$ cat src/rtl/ptimer_pkg.sv
package ptimer_pkg;
  localparam int DW = 32;
  localparam int NB = DW / 8;
  localparam logic [1:0] A_MODE  = 2'd0;
  localparam logic [1:0] A_COUNT = 2'd1;
  localparam logic [1:0] A_STAT  = 2'd2;
  localparam int B_IRQEN = 8;
  localparam int B_CONT  = 10;
  localparam int B_EN    = 12;
  localparam int B_WDT   = 15;
  localparam logic [7:0] SVC_KEY = 8'hA5;
  localparam int ST_W    = 4;
  localparam int ST_EXP  = 0;
  localparam int ST_BITE = 1;

  typedef struct packed {
    logic wdt;
    logic en;
    logic cont;
    logic irqen;
  } mode_t;
endpackage

$ cat src/rtl/ptimer_prescaler.sv
module ptimer_prescaler #(
  parameter int W = 16
) (
  input  logic         clk,
  input  logic         rst_n,
  input  logic         run,
  input  logic         clear,
  input  logic [W-1:0] div_val,
  output logic         tick
);
  logic [W-1:0] cnt_q;
  logic [W-1:0] term;

  // zero selects the widest division, 2**W
  assign term = (div_val == '0) ? '1 : div_val - 1'b1;
  assign tick = run & ~clear & (cnt_q == term);

  always_ff @(posedge clk or negedge rst_n) begin
    if (!rst_n)      cnt_q <= '0;
    else if (clear)  cnt_q <= '0;
    else if (run)    cnt_q <= tick ? '0 : cnt_q + 1'b1;
  end
endmodule

$ cat src/rtl/ptimer_period.sv
module ptimer_period #(
  parameter int W = 16
) (
  input  logic         clk,
  input  logic         rst_n,
  input  logic         clear,
  input  logic         tick,
  input  logic [W-1:0] period,
  output logic         expire
);
  logic [W-1:0] cnt_q;
  logic [W-1:0] last;

  assign last   = (period == '0) ? '1 : period - 1'b1;
  assign expire = tick & (cnt_q == last);

  always_ff @(posedge clk or negedge rst_n) begin
    if (!rst_n)      cnt_q <= '0;
    else if (clear)  cnt_q <= '0;
    else if (tick)   cnt_q <= expire ? '0 : cnt_q + 1'b1;
  end
endmodule

$ cat src/rtl/ptimer_wdt.sv
module ptimer_wdt #(
  parameter int CNT_W = 16
) (
  input  logic        clk,
  input  logic        rst_n,
  input  logic        wr_en,
  input  logic [3:0]  byte_en,
  input  logic [1:0]  addr,
  input  logic [31:0] wdata,
  output logic [31:0] rdata,
  output logic        irq,
  output logic        wdt_rst
);
  import ptimer_pkg::*;
  localparam int PS_W = DW - CNT_W;

  mode_t            mode_q, mode_d;
  logic             locked_q, locked_d;
  logic [ST_W-1:0]  flag_q, flag_set, flag_clr;
  logic [7:0]       cnt_byte [NB];
  logic [DW-1:0]    count_w;
  logic             wr_mode, wr_count, wr_stat;
  logic             en_rise, key_hit, reload;
  logic             tick, expire, bite;
  logic             mode_wdt, mode_en;
  logic             rst_q;

  assign wr_mode  = wr_en & (addr == A_MODE);
  assign wr_count = wr_en & (addr == A_COUNT);
  assign wr_stat  = wr_en & (addr == A_STAT);

  assign mode_wdt = mode_q.wdt;
  assign mode_en  = mode_q.en;

  // count word, byte-lane writes
  for (genvar b = 0; b < NB; b++) begin : g_cnt_lane
    always_ff @(posedge clk or negedge rst_n) begin
      if (!rst_n)                       cnt_byte[b] <= '0;
      else if (wr_count && byte_en[b])  cnt_byte[b] <= wdata[8*b +: 8];
    end
    assign count_w[8*b +: 8] = cnt_byte[b];
  end

  assign en_rise = wr_mode & byte_en[1] & wdata[B_EN] & ~mode_q.en;
  assign key_hit = wr_mode & byte_en[3] & (wdata[31:24] == SVC_KEY) &
                   mode_q.wdt & mode_q.en;
  assign reload  = (wr_count & (|byte_en)) | en_rise | key_hit;

  ptimer_prescaler #(.W(PS_W)) u_pre (
    .clk     (clk),
    .rst_n   (rst_n),
    .run     (mode_q.en),
    .clear   (reload),
    .div_val (count_w[DW-1:CNT_W]),
    .tick    (tick)
  );

  ptimer_period #(.W(CNT_W)) u_per (
    .clk    (clk),
    .rst_n  (rst_n),
    .clear  (reload),
    .tick   (tick),
    .period (count_w[CNT_W-1:0]),
    .expire (expire)
  );

  assign bite = expire & mode_q.wdt;

  always_comb begin
    mode_d = mode_q;
    if (wr_mode && byte_en[1]) begin
      mode_d.irqen = wdata[B_IRQEN];
      mode_d.cont  = wdata[B_CONT];
      mode_d.en    = locked_q ? (mode_q.en | wdata[B_EN]) : wdata[B_EN];
      mode_d.wdt   = locked_q | wdata[B_WDT];
    end
    // one-shot and watchdog expiries stop the counter
    if (expire && (!mode_q.cont || mode_q.wdt)) mode_d.en = 1'b0;
    locked_d = locked_q | (mode_d.wdt & mode_d.en);
  end

  always_comb begin
    flag_set          = '0;
    flag_set[ST_EXP]  = expire;
    flag_set[ST_BITE] = bite;
    flag_clr = (wr_stat && byte_en[0]) ? wdata[ST_W-1:0] : '0;
  end

  always_ff @(posedge clk or negedge rst_n) begin
    if (!rst_n) begin
      mode_q   <= '0;
      locked_q <= 1'b0;
      flag_q   <= '0;
      rst_q    <= 1'b0;
    end else begin
      mode_q   <= mode_d;
      locked_q <= locked_d;
      flag_q   <= (flag_q & ~flag_clr) | flag_set;
      rst_q    <= bite;
    end
  end

  assign irq     = flag_q[ST_EXP] & mode_q.irqen & ~mode_wdt;
  assign wdt_rst = rst_q;

  always_comb begin
    rdata = '0;
    case (addr)
      A_MODE: begin
        rdata[B_WDT]   = mode_wdt;
        rdata[B_EN]    = mode_en;
        rdata[B_CONT]  = mode_q.cont;
        rdata[B_IRQEN] = mode_q.irqen;
      end
      A_COUNT: rdata = count_w;
      A_STAT:  rdata[ST_W-1:0] = flag_q;
      default: rdata = '0;
    endcase
  end
endmodule

$ cat config.mk
export PLATFORM = sky130hd
export DESIGN_NAME = ptimer_wdt
export DESIGN_NICKNAME = d
export VERILOG_FILES = /design/src/rtl/ptimer_pkg.sv /design/src/rtl/ptimer_prescaler.sv /design/src/rtl/ptimer_period.sv /design/src/rtl/ptimer_wdt.sv
export SDC_FILE = /design/constraint.sdc
export NUM_CORES = 1
export LEC_CHECK = 0
export BUFFER_PORTS_ARGS = -buffer_cell sky130_fd_sc_hd__buf_2
export CORE_MARGIN = 10
export CORE_UTILIZATION = 58
export DETAILED_ROUTE_END_ITERATION = 8
export PLACE_DENSITY = 0.88
export SLEW_MARGIN = 20
export SYNTH_ARGS = -nofsm -noshare
export SYNTH_HDL_FRONTEND = slang
export SYNTH_SLANG_ARGS = --single-unit
$ cat constraint.sdc
create_clock -name clk -period 4.1 [get_ports clk]
set_clock_uncertainty 0.1 [all_clocks]
set_input_delay 0.205 -clock clk [delete_from_list [all_inputs] [get_ports clk]]
set_output_delay 0.205 -clock clk [all_outputs]
set_load 0.02 [all_outputs]
==> results.toml, run 1 <==
[outcome]
status = "complete, no violations"

[logic_synthesis]
avgSynthCellArea_sq_um = 9.07
async_flop_share_pct = 100
synth_edf_count = 0
ys_warn_count = 0
netlist_area_sq_um = 5110
syn_nets = 613
synthCells = 564
yosysSeqAreaShare_pct = 36.2
ys_types = 71
ys_ff_latch = 74
synth_flop_cell = "dfrtp_1"

[place]
gp_congestion = 0.909
dpl-instance-area_sq_um = 5540
dpl_worst_slack_ns = 0.348
hpwl_microns = 10200
port_buffers = 74
dp.cells = 723

[clocking]
insertion_delay_ns = 0.36
clkTransAtPathRegs_ns = 0.09
cts_max_level = 3
cts_tree = "yes"
clockRootBuffer = "clkbuf_8"
cts_made_buffers = 9
cts_sinks = 74
cts.repair.resized = 0
cts_max_path_buffers = 2
postCtsSetupBuffers = 0

[cells_and_area]
antenna_cells = 0
area_delta_synth_final_pct = 18.8
post-route-util_pct = 70.4
num-nets-final = 706
drive_gt1_share_pct = 22.1
design_area_sq_um = 6080
final_cells = 770

[drt]
ant_nets = 0
drcViolationCount = 0
drtIter0Drc = 391
routed_wl_microns = 15400
vias_per_cell = 6.56
vias = 5050
avgRoutedWirePerCell_microns = 20.0
drt-pass1-iter-count = 6

[critical_path]
cp.required_ns = 4.26
slowest_stage = "dfrtp_1"
cp-start-kind = "flop"
startpoint = "cnt_byte[24]"
worstSetupEndpointType = "flop"
critPathMaxFanout = 14
criticalPathCategory = "flop to flop"
crit_arrival_ns = 4.02
crit_family = "compound AO/OA/AOI/OAI gates"
worstPathCellList = "inv_1 -> ha_1 -> or3b_4 -> o31ai_1 -> a21oi_1 -> o41a_1 -> a2111o_1 -> nor4_4 -> buf_4 -> and3_1 -> a22oi_2 -> a21o_1"
worst-path-buf-inv = 2
slowest_delay_ns = 0.49
timing.rr.start = "cnt_byte[24]"

[sta]
rsz0062_at_grt = "false"
slew_viol_final = 0
layout_min_cycle_time_ns = 3.86
hold_viol = 0
worstMarginPinSlew_ns = 0.758
slew-limit-headroom_pct = 48.8
worst_hold_slack_ns = 0.00590
setup_viol = 0
finalSetupTns_ns = 0
fmax_mhz = 259
finalCritPeriodShare_pct = 94.2
worst_slack_ns = 0.236

[power]
max-vdd-ir-drop_v = 0.000268
p_total_mw = 2.40
total_leakage_power_nw = 2.64
power.density_nw_per_um2 = 395

[floorplanning]
die_w_microns = 114
start_util_pct = 59.2
num_rows = 34
io_pins = 75
coreArea_sq_um = 8640
fp.dieH_microns = 114
die_area_sq_um = 13000

[global_routing]
grt_antenna_before_repair = 0
grt_pass1_vias = 5226
grt_usage_pct = 23.6
grt_start_max_net_pins = 45
grt_pass1_wl_microns = 25500
grt_remaining_overflow = 0

[run]
drv_cap = 0

[worst_hold_path]
min_from = "wdata[29]"
hold_path.class = "input pin to flop"
layout make-up:
| cell class | instances | area (sq um) |
|---|---|---|
| Multi-Input combinational cell | 442 | 3060 |
| Fill cell | 604 | 2560 |
| Sequential cell | 74 | 1850 |
| Timing Repair Buffer | 113 | 743 |
| Tap cell | 108 | 135 |
| Clock buffer | 9 | 124 |
| Clock inverter | 7 | 98.8 |
| Inverter | 17 | 63.8 |
cells in the mapped netlist, drive strengths merged, types with 5 or more instances:
cell type | n | area [sq um]
nand2b | 8 | 50.1
clkbuf | 21 | 78.8
nand4b | 5 | 43.8
and2 | 25 | 156
o211ai | 14 | 110
or3 | 5 | 31.3
nor3 | 14 | 86.3
a21oi | 19 | 95.1
and3 | 13 | 81.3
a22oi | 5 | 42.5
nand3b | 5 | 37.5
nand2 | 35 | 131
o31ai | 8 | 60.1
or4 | 5 | 37.5
nand4 | 14 | 87.6
mux2 | 34 | 383
buf | 10 | 61.3
ha | 8 | 100
nor2b | 7 | 43.8
xnor2 | 20 | 175
o21ai | 21 | 105
a211oi | 5 | 37.5
dfrtp | 74 | 1850
nor2 | 45 | 169
nand3 | 33 | 170
xor2 | 25 | 219
inv | 17 | 63.8
nor4 | 11 | 111
power by group:
part	internal [mW]	total [mW]	switching, mW
combinational	0.337	0.727	0.390
sequential	0.822	1.03	0.208
clock	0.347	0.643	0.296
sequential cells by signal (all words and copies together), names as in the netlist:
name	count
cnt_byte	32
flag_q	4
locked_q	1
mode_en	1
mode_q	2
mode_wdt	1
u_per.cnt_q	16
u_pre.cnt_q	16
wdt_rst	1
per-layer routing:
layer  track usage (%)  part of all wire (%)  up-vias
met3              5.77                   7.0       91
met4              14.5                   5.7        0
met1              24.9                    36     2406
met5                 0                     0        -
li1                  -                     -     2262
met2              41.5                    51      291
worst paths after layout:
| kind | endpoint | slack (ns) | cells past startpoint |
|---|---|---|---|
| max | locked_q | 0.24 | 12 |
| min | cnt_byte[5] | 0.006 | 2 |
| min in group asynchronous | cnt_byte[0] | 0.28 | 2 |
| max reg2reg | locked_q | 0.24 | 12 |
| min reg2reg | locked_q | 0.39 | 1 |
| max in group asynchronous | cnt_byte[22] | 2.76 | 3 |
cell families after synthesis:
kind of cell	share of synthesized area, %
flip-flops	36.2
buffers and inverters	3.99
AO/OA/AOI/OAI	15.9
XOR/XNOR	7.71
adder cells (fa/ha/maj)	1.96
AND/OR/NAND/NOR	26.4
multiplexers	7.88
cell usage in the layout, fill, tap and decap left out, types with 7 or more instances in the layout:
cell type / n
dfrtp_1: 74
buf_2: 73
nor2_1: 45
nand2_1: 35
mux2_2: 34
nand3_1: 32
dlygate4sd3_1: 31
and2_1: 25
xor2_1: 25
xnor2_1: 20
a21oi_1: 19
inv_1: 17
nand4_1: 14
and3_1: 13
o211ai_1: 13
o21ai_0: 12
nor3_1: 12
o21ai_1: 9
clkbuf_8: 9
buf_4: 9
o31ai_1: 8
nand2b_1: 8
ha_1: 8
nor2b_1: 7
nor4_1: 7
timing repair:
item                                    in CTS  in global routing
endpoints found under the setup margin       0                  0
hold buffers                                31                  0
hold endpoints to repair                    76                  0
No activity file was read; power rests on OpenSTA's default activity.
==> inputs of run 2 (changes only) <==
- SYNTH_HIERARCHICAL: default -> 1
==> run 2 against run 1 <==
The run now ends with negative setup slack left. Fmax fell by 12%. Clock power fell by 5.3%. Routed wire length rose by 13%. Flip-flop and latch count did not move. Critical path depth rose by 3. Cell area rose by 8.1%. Via count rose by 5.0%. Power rose by 8.7%. Critical endpoint is now u_per/cnt_q[5]. Highest routed layer unchanged.
==> results.toml, run 2 <==
[outcome]
status = "finished with violations"
failed_checks = "negative setup slack"

[global_routing]
grt_start_max_net_pins = 75
grt_usage_pct = 25.7
grt_remaining_overflow = 0
use_met3_pct = 4.66
top_usage_layer = "met2"
grt_antenna_before_repair = 0
grt_pass1_wl_microns = 27500
grtUsageMet2_pct = 41.3
grt_pass1_vias = 5301
met1_usage_pct = 33.2

[floorplanning]
coreArea_sq_um = 8720
num_rows = 34
die_w_microns = 115
fp.dieH_microns = 115
io_pins = 75
die_area_sq_um = 13200
start_util_pct = 59.6

[logic_synthesis]
synthCells = 556
synth_area_leaders = "dfrtp_1 36%, mux2_2 7.6%, xor2_1 5.1%, xnor2_1 3.9%, and2_1 3.4%"
ys_warn_count = 6
avgSynthCellArea_sq_um = 9.35
yosys-top-cells-count = "74 x dfrtp_1, 46 x nor2_1, 36 x nand2_1, 35 x mux2_2, 30 x xor2_1"
netlist_area_sq_um = 5200
syn_nets = 604
synth_flop_cell = "dfrtp_1"
async_flop_share_pct = 100
ys_types = 75
yosysMostFrequentCell = "dfrtp_1"
synth_top_area_share_pct = 35.6
yosys.area.top_type = "dfrtp_1"
synth_edf_count = 0
yosysSeqAreaShare_pct = 35.6
ys_ff_latch = 74

[sta]
slew_viol_final = 0
finalCritPeriodShare_pct = 107
fmax_mhz = 229
slew-limit-headroom_pct = 36.8
worst_slack_ns = -0.276
setup_viol = 21
rsz0062_at_grt = "true"
worst_hold_slack_ns = 0.00459
layout_min_cycle_time_ns = 4.38
worstMarginPinSlew_ns = 0.947
hold_viol = 0
finalSetupTns_ns = -4.90

[drt]
vias = 5300
drtIter0Drc = 641
drt-pass1-iter-count = 5
vias_per_cell = 6.58
routed_wl_microns = 17500
drcViolationCount = 0
avgRoutedWirePerCell_microns = 21.7
ant_nets = 0

[critical_path]
worstPathCellList = "or4_4 -> or4_4 -> and3_4 -> o21bai_1 -> nand2_1 -> or4_1 -> nor3_2 -> o211ai_1 -> a21oi_1 -> o211ai_1 -> a2111oi_2 -> nand4_2 -> buf_6 -> nand4b_1 -> a31oi_1"
worstSetupEndpointType = "flop"
crit_arrival_ns = 4.50
cp.required_ns = 4.22
slowest_delay_ns = 0.64
r2r_slack_ns = -0.28
critPathMaxFanout = 7
reg2regPathDepth = 15
timing.rr.start = "cnt_byte[11]"
criticalPathCategory = "flop to flop"
cp-start-kind = "flop"
slowest_stage = "or4_4"
startpoint = "cnt_byte[11]"

[clocking]
clkTransAtPathRegs_ns = 0.09
cts_made_buffers = 9
cts_max_level = 3
insertion_delay_ns = 0.36
cts_tree = "yes"
cts_max_path_buffers = 2
clockRootBuffer = "clkbuf_8"
cts_sinks = 74

[worst_hold_path]
hold_path.class = "input pin to flop"
min_from = "wdata[27]"
min_path_cells = 2

[power]
power.density_nw_per_um2 = 397
total_leakage_power_nw = 2.89
max-vdd-ir-drop_v = 0.000246

[cells_and_area]
num-nets-final = 740
layout_common_cells = "74 x dfrtp_1, 73 x buf_2, 50 x buf_4"
area_delta_synth_final_pct = 26.2
top_register = "cnt_byte"
post-route-util_pct = 75.3
largestRegisters = "cnt_byte: 32 flops, u_per/cnt_q: 16 flops, u_pre/cnt_q: 16 flops"
fill_cells = 520
largest_reg_flops = 32
layout_commonest_cell = "dfrtp_1"
drive_gt1_share_pct = 34.4
design_area_sq_um = 6570

[run]
drv_cap = 0

[place]
gp_congestion = 0.935
dpl-instance-area_sq_um = 5940
port_buffers = 74
hpwl_microns = 11200
[run 2: changes by cell type after synthesis, sizes merged, moves of 5 or more]
cell	change
clkbuf	-6
or4	+5
nand4	+10
o211ai	-11
nand3	-12
a21oi	-5
or2	+5
xor2	+5
[run 2: final timing paths]
check	endpoint
hold / removal	cnt_byte[3]
setup reg to reg	u_per/cnt_q[5]
min in group asynchronous	u_per/cnt_q[9]
hold reg to reg	flag_q[1]
max in group asynchronous	cnt_byte[21]
setup / recovery	u_per/cnt_q[5]
[run 2: routing by layer]
metal	wire, microns	part of all wire (%)
met1	6880	39
met2	8280	47
met5	0	0
met4	582	3.3
met3	1720	9.9
[run 2: cell families after synthesis]
group                    after synthesis  share of synthesized area [%]
AND/OR/NAND/NOR                      252                           28.9
AO/OA/AOI/OAI                         90                           12.6
flip-flops                            74                           35.6
XOR/XNOR                              53                           8.92
buffers and inverters                 42                           4.11
multiplexers                          38                           8.15
adder cells (fa/ha/maj)                7                           1.68
[run 2: what timing repair did]
action / in CTS / in global routing
hold buffers: 19 / 2
gates resized for setup: 19 / 16
endpoints found under the setup margin: 21 / 21
pin swaps: 10 / 9
endpoints found under the hold margin: 93 / 2
buffers inserted: 8 / 5
[run 2: cell type report]
class | count | area [sq um] | share of cell area, %
antenna | 1 | 2.50 | 0.0381
clock buffer | 9 | 124 | 1.89
clock inverter | 7 | 76.3 | 1.16
inverter | 16 | 60.1 | 0.915
multi-input combinational | 440 | 3280 | 49.9
sequential | 74 | 1850 | 28.2
tap | 108 | 135 | 2.06
timing repair buffer | 151 | 1040 | 15.8
[run 2: metrics by stage]
stage	setup slack [ns]	total power, mW	std cells
floorplan	-0.165	1.55	556
global placement	-0.248	1.84	757
detailed placement	-0.405	1.88	757
CTS	-0.156	2.51	799
global route	-0.416	2.71	805
finish	-0.276	2.61	806
[run 2: critical path: cells and delay by family, from the launching register on]
kind / cells / cell delay [ns]
AND/OR/NAND/NOR: 8 / 2.59
AO/OA/AOI/OAI: 6 / 0.95
flip-flops: 1 / 0.39
buffers and inverters: 1 / 0.20
[run 2: where the power goes]
group / switching, mW / leakage (nW) / internal [mW]
Clock: 0.323 / 0.0962 / 0.286
Combinational: 0.531 / 1.86 / 0.462
Sequential: 0.174 / 0.939 / 0.832
==> inputs of run 3 (changes only) <==
- CELL_PAD_IN_SITES_DETAIL_PLACEMENT: default -> 0
- CELL_PAD_IN_SITES_GLOBAL_PLACEMENT: default -> 1
- CORE_UTILIZATION: 58 -> 45
==> run 3 against run 2 <==
The flow still finishes with violations (negative setup slack). Routed wire length decreased by 16%. Clock-buffer cell count unchanged. Utilization decreased by 18 points. Sequential power about the same. Clock power increased by 28%. Final cell count increased by 2.0%. Register-to-register slack improved by 0.14 ns. Via count decreased by 11%. Global-route usage decreased by 7.8 points. Fmax increased by 3.2%. Largest cell class unchanged.
==> results.toml, run 3 (synthesis gave the netlist of run 2 again) <==
[cells_and_area]
drive_gt1_share_pct = 32.0
antenna_cells = 0
area_delta_synth_final_pct = 24.4
layout_common_cells = "74 x dfrtp_1, 73 x buf_2, 46 x nor2_1, 46 x buf_4, 36 x nand2_1"
top_register = "cnt_byte"
largest_reg_flops = 32
design_area_sq_um = 6470
num-nets-final = 722
layout_commonest_cell = "dfrtp_1"
largestRegisters = "cnt_byte: 32 flops, u_per/cnt_q: 16 flops, u_pre/cnt_q: 16 flops"

[drt]
drt-met1-wl_microns = 6770
routed_wl_microns = 14700
drt-pass1-iter-count = 5
dr_wl_met3_microns = 897
vias = 4735
drtIter0Drc = 314
avgRoutedWirePerCell_microns = 17.9
drcViolationCount = 0
vias_per_cell = 5.76
route.top_layer_used = "met4"
dr_wl_met2_microns = 6760
ant_nets = 0

[global_routing]
grt_remaining_overflow = 0
grt_antenna_before_repair = 0
grt_pass1_wl_microns = 24200
grt_usage_pct = 17.9
grt_start_max_net_pins = 75
grt_pass1_vias = 4748

[floorplanning]
die_w_microns = 128
coreArea_sq_um = 11400
num_rows = 39
start_util_pct = 45.7
die_area_sq_um = 16300
io_pins = 75
fp.dieH_microns = 128

[place]
port_buffers = 74
dpl-instance-area_sq_um = 5990
gp_congestion = 0.955
hpwl_microns = 11100

[outcome]
failed_checks = "negative setup slack"
status = "finished with violations"

[power]
max-vdd-ir-drop_v = 0.000260
power_frac_comb_pct = 33.7
switching_share_pct = 35.5
p_int_mw = 1.73
power_frac_seq_pct = 37.2
power.density_nw_per_um2 = 414
clock_power_share_pct = 29.1
p_sw_uw = 951
total_leakage_power_nw = 2.84

[sta]
slew-limit-headroom_pct = 37.4
worstMarginPinSlew_ns = 0.940
slew_viol_final = 0
finalSetupTns_ns = -1.60
worst_slack_ns = -0.140
layout_min_cycle_time_ns = 4.24
rsz0062_at_grt = "true"
setup_viol = 21
hold_viol = 0
fmax_mhz = 236
finalCritPeriodShare_pct = 103

[clocking]
clockRootBuffer = "clkbuf_16"
insertion_delay_ns = 0.34
cts_sinks = 74
cts_max_path_buffers = 2
cts_tree = "yes"
cts_max_level = 3
clkTransAtPathRegs_ns = 0.06
cts_made_buffers = 9

[critical_path]
cp.required_ns = 4.21
slowest_stage = "or4_4"
cp-start-kind = "flop"
slowest_delay_ns = 0.58
worstPathCellList = "or4_4 -> or4_4 -> a211o_1 -> a211oi_2 -> nand2_1 -> or4_4 -> nor3_4 -> o211ai_1 -> a21oi_1 -> o211ai_1 -> a2111oi_4 -> nand4_2 -> buf_6 -> buf_6 -> nand4_1 -> o211ai_1"
critPathMaxFanout = 5
worstSetupEndpointType = "flop"
crit_arrival_ns = 4.35
criticalPathCategory = "flop to flop"

[run]
drv_cap = 0

[worst_hold_path]
hold_path.class = "input pin to flop"
## run 3: cell count changes in the layout (fill, tap and decap cells not counted), sizes merged
cell,change
dlygate4sd3,-11
inv,-2
buf,-7
clkinvlp,+2
diode,-1
## run 3: layout make-up
type | count | area [sq um]
Clock buffer | 9 | 225
Timing Repair Buffer | 133 | 865
Tap cell | 143 | 179
Fill cell | 975 | 4900
Clock inverter | 7 | 70.1
Multi-Input combinational cell | 440 | 3220
Sequential cell | 74 | 1850
Inverter | 16 | 60.1
## run 3: final timing paths
kind	startpoint	end	slack [ns]	depth (start not counted)
worst max-delay path	cnt_byte[11]	u_per/cnt_q[15]	-0.14	16
worst max register to register	cnt_byte[11]	u_per/cnt_q[15]	-0.14	16
max in group asynchronous	rst_n	cnt_byte[14]	2.84	2
worst min register to register	locked_q	locked_q	0.38	1
min in group asynchronous	rst_n	u_pre/cnt_q[5]	0.46	2
worst min-delay path	wdata[7]	cnt_byte[31]	0.005	2
## run 3: through the flow
| stage | hold WS (ns) | worst slack [ns] | std cells | util [%] | power (mW) |
|---|---|---|---|---|---|
| 3_3_place_gp | 0.296 | -0.212 | 792 | 52.7 | 1.86 |
| 5_1_grt | 0.00307 | -0.325 | 822 | 56.9 | 2.82 |
| 4_1_cts | 0.000452 | -0.256 | 821 | 56.6 | 2.68 |
| 2_1_floorplan | -0.191 | -0.165 | 556 | - | 1.55 |
| 6_report | 0.00515 | -0.140 | 822 | 56.9 | 2.68 |
| 3_5_place_dp | 0.318 | -0.460 | 792 | 52.7 | 1.88 |
## run 3: critical path, delay by kind of cell (launching register included)
kind	cells	cell delay, ns
AO/OA/AOI/OAI	7	1.20
AND/OR/NAND/NOR	7	2.15
buffers and inverters	2	0.30
flip-flops	1	0.38
## run 3: power groups by stage
stage                     sequential (mW)  clock, mW  combinational [mW]
final                               0.997      0.780               0.904
after detailed placement             1.01          0               0.874
after global placement              0.999          0               0.857
after global routing                 1.02      0.824               0.983
after CTS                           0.994      0.797               0.891
after floorplan                     0.959          0               0.586
## run 3: repair_timing
action	CTS	global route
pin swaps	6	3
endpoints found under the hold margin	83	0
resized for setup	7	5
gates cloned	0	0
hold buffers	10	0
setup endpoints to repair	21	21
setup buffers	3	1
## run 3: routing by layer
metal	vias to the layer above	track usage, %
met5	-	0
met4	0	6.70
met3	19	3.72
met2	162	27.5
met1	2289	24.1
li1	2265	-
